**config.mk**
```make
export PLATFORM = sky130hd
export DESIGN_NAME = timer_tick_gate
export DESIGN_NICKNAME = d
export VERILOG_FILES = /design/src/rtl/timer_tick_gate.sv
export SDC_FILE = /design/constraint.sdc
export NUM_CORES = 1
export LEC_CHECK = 0
export BUFFER_PORTS_ARGS = -buffer_cell sky130_fd_sc_hd__clkbuf_2
export CAP_MARGIN = 15
export CELL_PAD_IN_SITES_DETAIL_PLACEMENT = 0
export CELL_PAD_IN_SITES_GLOBAL_PLACEMENT = 2
export CORE_MARGIN = 2
export CORE_UTILIZATION = 38
export CTS_BUF_LIST = sky130_fd_sc_hd__clkbuf_8
export CTS_CLUSTER_DIAMETER = 30
export DETAILED_ROUTE_END_ITERATION = 8
export HOLD_SLACK_MARGIN = 0.05
export PLACE_DENSITY = 0.92
export SYNTH_ARGS = -nofsm -noshare
export SYNTH_HDL_FRONTEND = slang
export SYNTH_SLANG_ARGS = --single-unit
```
**constraint.sdc**
```tcl
create_clock -name clk -period 5.03 [get_ports clk]
set_input_delay 0.2515 -clock clk [delete_from_list [all_inputs] [get_ports clk]]
set_output_delay 0.2515 -clock clk [all_outputs]
set_load 0.005 [all_outputs]
```
**src/rtl/timer_tick_gate.sv**
```systemverilog
module timer_tick_gate #(
  parameter int NUM_GEN   = 8,
  parameter int CTRL_W    = 16,
  parameter int DATA_W    = 32,
  parameter int ADDR_W    = 5,
  parameter int OS_BIT    = 15,
  parameter int WD_BIT    = 16,
  parameter int PS_MAX    = 5,
  parameter int CTRL_BASE = 16
) (
  input  logic                      clk,
  input  logic                      rst_n,
  input  logic [ADDR_W-1:0]         bus_addr,
  input  logic                      bus_wr,
  input  logic [DATA_W-1:0]         bus_wdata,
  output logic [DATA_W-1:0]         bus_rdata,
  input  logic                      src_pclk,
  input  logic                      src_rtc,
  input  logic                      src_ext,
  output logic [NUM_GEN+1:0]        tick_out
);
  localparam int NCH   = NUM_GEN + 2;
  localparam int CNT_W = 2 * PS_MAX;
  localparam logic [ADDR_W-1:0] A_STAT = ADDR_W'(0);
  localparam logic [ADDR_W-1:0] A_SET  = ADDR_W'(1);
  localparam logic [ADDR_W-1:0] A_CLR  = ADDR_W'(2);

  function automatic int stop_pos(input int ch);
    if (ch < NUM_GEN) return ch;
    else if (ch == NUM_GEN) return OS_BIT;
    else return WD_BIT;
  endfunction

  logic [NCH-1:0]             stop_q;
  logic [NCH-1:0][CTRL_W-1:0] ctrl_q;
  logic [NCH-1:0][CNT_W-1:0]  cnt_q;
  logic [NCH-1:0][CNT_W-1:0]  lim;
  logic [NCH-1:0]             pick, ctrl_hit, set_m, clr_m;

  wire wr_set = bus_wr && bus_addr == A_SET;
  wire wr_clr = bus_wr && bus_addr == A_CLR;

  for (genvar g = 0; g < NCH; g++) begin : g_ch
    localparam int POS = stop_pos(g);

    assign set_m[g]    = wr_set && bus_wdata[POS];
    assign clr_m[g]    = wr_clr && bus_wdata[POS];
    assign ctrl_hit[g] = bus_wr && bus_addr == ADDR_W'(CTRL_BASE + g) && !stop_q[g];

    always_comb begin
      case (ctrl_q[g][2:0])
        3'b001:  pick[g] = src_pclk;
        3'b010:  pick[g] = src_rtc;
        3'b100:  pick[g] = src_ext;
        default: pick[g] = 1'b0;
      endcase
    end

    logic [2:0]     code;
    logic [CNT_W:0] span;
    assign code   = (int'(ctrl_q[g][5:3]) > PS_MAX) ? 3'(PS_MAX) : ctrl_q[g][5:3];
    assign span   = (CNT_W+1)'(1) << (2 * code);
    assign lim[g] = CNT_W'(span - 1'b1);

    assign tick_out[g] = !stop_q[g] && pick[g] && cnt_q[g] == lim[g];

    always_ff @(posedge clk) begin
      if (!rst_n) begin
        stop_q[g] <= 1'b1;
        ctrl_q[g] <= '0;
        cnt_q[g]  <= '0;
      end else begin
        if (set_m[g])      stop_q[g] <= 1'b1;
        else if (clr_m[g]) stop_q[g] <= 1'b0;
        if (ctrl_hit[g])   ctrl_q[g] <= bus_wdata[CTRL_W-1:0];
        if (stop_q[g] || ctrl_hit[g]) cnt_q[g] <= '0;
        else if (pick[g])  cnt_q[g] <= tick_out[g] ? '0 : cnt_q[g] + 1'b1;
      end
    end
  end

  always_comb begin
    bus_rdata = '0;
    if (bus_addr == A_STAT)
      for (int i = 0; i < NCH; i++) bus_rdata[stop_pos(i)] = stop_q[i];
    for (int i = 0; i < NCH; i++)
      if (bus_addr == ADDR_W'(CTRL_BASE + i)) bus_rdata = DATA_W'(ctrl_q[i]);
  end
endmodule

```
==> metrics.txt <==
status finished, final reports clean; Hold Crit Depth 3; Syn Inst Count 1830; hold crit path type in2reg; die width 201 um; Mapped Avg Cell Area 8.07 um2; post-synthesis sequential area ratio 36.6%; Final Setup Violations 0; Finished Cell Area 17200 um2; R2R Path End cnt_q[73]; Slew Viols, Final 0; total number of vias 13700; critical-path maximum fanout 10; number of flops mapped to enable cells by yosys 0; Tmin final 3.31 ns; core footprint 38500 um2; # resized after CTS 0; LEAKAGE 5.97 nW; clock sink count 270; Initial DRT Pass Iterations 5; Initial Util 38.4%; Area Growth Syn to Fin 16.8%; nets 1926; unrepaired setup endpoints after global routing no; grt total ovfl 0; R2R depth 7; CTS tree built; Die Y 201 um; clock tree buffer depth 3; # rows 72; HP Start bus_wdata[7]; GP Congestion 0.921; Final Core Density 44.8%; vias in the first global route 13100; top cells by count, synth nand2_1 (285), dfxtp_1 (270), a21oi_1 (160), nor2_1 (155), clkbuf_1 (96); DIE AREA 40400 um2; Reg clk slew, reported paths 0.04 ns; CP delay by family, top simple AND/OR/NAND/NOR gates; pin count of the biggest net entering global routing 97; worst r2r src ctrl_q[115]; Post-DRT Antenna Nets 0; area post-placement 15300 um2; Synth area leader dfxtp_1; Worst Path Required 4.78 ns; CP max stage cell nor4_4; period utilization 65.7%; Final Hold Viols 0; post-synthesis cell area 14800 um2; clk_skew 0.0320 ns; WS Path Type reg2out; Critical Path Sink Type primary output; PortBufs 54; Via density 5.59; IO Count 85; Final TNS setup 0 ns; Bufs and invs on worst path 1; DP Worst Slack 1.69 ns; final worst slack 1.72 ns; share of the synthesized area in the top cell type 36.6%; Max Clk Rate 0.302 GHz; CTS buffer count 78; VDD IR max 0.193 mV; YS warnings 0; worst path arrival time 3.06 ns; largest cells by area after synthesis dfxtp_1 (37%), nand2_1 (7.2%), a21oi_1 (5.4%); WL per Instance 19.0 um; H-tree depth 3; Slowest Stage Delay on Critical Path 0.57 ns; GRT Total Usage 22.8%; most common cell in the synthesized netlist nand2_1; pwr dens 339 nW/um2; n_diodes 0; Detailed Route Iter0 Violations 1154; Slew headroom 25.2%; initial antenna violation count 0; Worst Max-Slew Pin Slew 1.11 ns; FILL cells 3836; Hold Path Sink ctrl_q[39]; crit-path cells or3b_2, ha_1, xnor2_1, nor3_1, nand3_1, nor4_4, clkbuf_2; DP HPWL 31300 um; wirelength, routed 46600 um; first-pass GRT wire length 73600 um; Post CTS Setup Buffer Count 0; fraction of layout cells with a size suffix above 1 13.9%; WHS 0.0736 ns; CTS root buf clkbuf_8; DRC violations left 0; Yosys cell types 83; flops & latches, synth 270; max cap viols 0; CP Launch Type flop; dominant register cell in the synthesized netlist dfxtp_1; Worst-Skew Late Latency 0.62 ns; R2R setup slack 2.28 ns; ys async rst share 0%
==> cell families after synthesis <==
logic type,Yosys count,synth area share (%)
DFF,270,36.6
muxes,91,6.66
xor gates and xnor gates,104,6.17
AOI/OAI and AO/OA,365,16.6
other,1,0.0254
adders and majority gates,15,1.27
and+or+nand+nor,817,27.7
buffers and inverters,167,4.93
==> cell usage in the layout (no fill, tap or decap), drive strengths merged, types with 16 or more instances in the layout <==
cell type and count:
o21ai 50, and3 20, inv 39, or3 20
clkbuf 150, nor4 26, nand4 51, buf 22
xor2 66, clkinv 19, mux2i 78, xnor2 38
a21oi 160, nand3b 16, nor3 79, nor2 157
o22ai 17, nand2 285, nand3 43, dfxtp 270
and2 19
==> registers in the layout, summed over array words and instances, names as in the netlist <==
name    flops
stop_q     10
ctrl_q    160
cnt_q     100
==> tightest hold or removal path: cells and delay by family <==
kind	cells	cell delay, ns
simple gates	1	0.11
buf+inv	1	0.21
compound gates	1	0.05
==> layer usage <==
metal  vias to the layer above  track usage [%]  routed length (um)
li1                       6630                -                   -
met5                         -                0                   0
met1                      6533             30.6               21000
met2                       436             35.7               20800
met4                         0             9.34                1500
met3                        99             4.74                3200
==> where the power goes <==
part           total [mW]  internal, mW  switching (mW)
sequential           2.15          2.15         0.00150
clock                3.48          2.29            1.19
combinational       0.210        0.0531           0.157
==> worst max path at each step <==
| stage | start | endpoint | slack [ns] | cells after the start |
|---|---|---|---|---|
| after floorplan | ctrl_q[147] | cnt_q[92] | 2.58 | 8 |
| after global placement | bus_addr[0] | ctrl_q[93] | 1.72 | 6 |
| after detailed placement | bus_addr[0] | ctrl_q[87] | 1.69 | 6 |
| after CTS | ctrl_q[19] | tick_out[1] | 1.68 | 7 |
| after global routing | ctrl_q[19] | tick_out[1] | 1.46 | 7 |
| final | ctrl_q[19] | tick_out[1] | 1.72 | 7 |
==> metrics by stage <==
step	power [mW]	instances
after global placement	2.39	2298
after global routing	6.03	2450
after CTS	5.89	2450
after floorplan	2.32	1844
final	5.83	2450
after detailed placement	2.39	2298
==> timing repair <==
action / 4_1_cts / 5_1_grt
hold buffers: 8 / 0
endpoints found under the hold margin: 43 / 0
endpoints found under the setup margin: 0 / 0
==> area by class of cell <==
type	instances	area (um2)	share of cell area [%]
Tap cell	518	648	3.76
Sequential cell	270	5410	31.4
Timing Repair Buffer	84	515	2.99
Inverter	27	104	0.603
Clock inverter	48	515	2.99
Multi-Input combinational cell	1407	8720	50.6
Clock buffer	96	1320	7.67
Note: power is estimated with default switching activity, not from simulation.
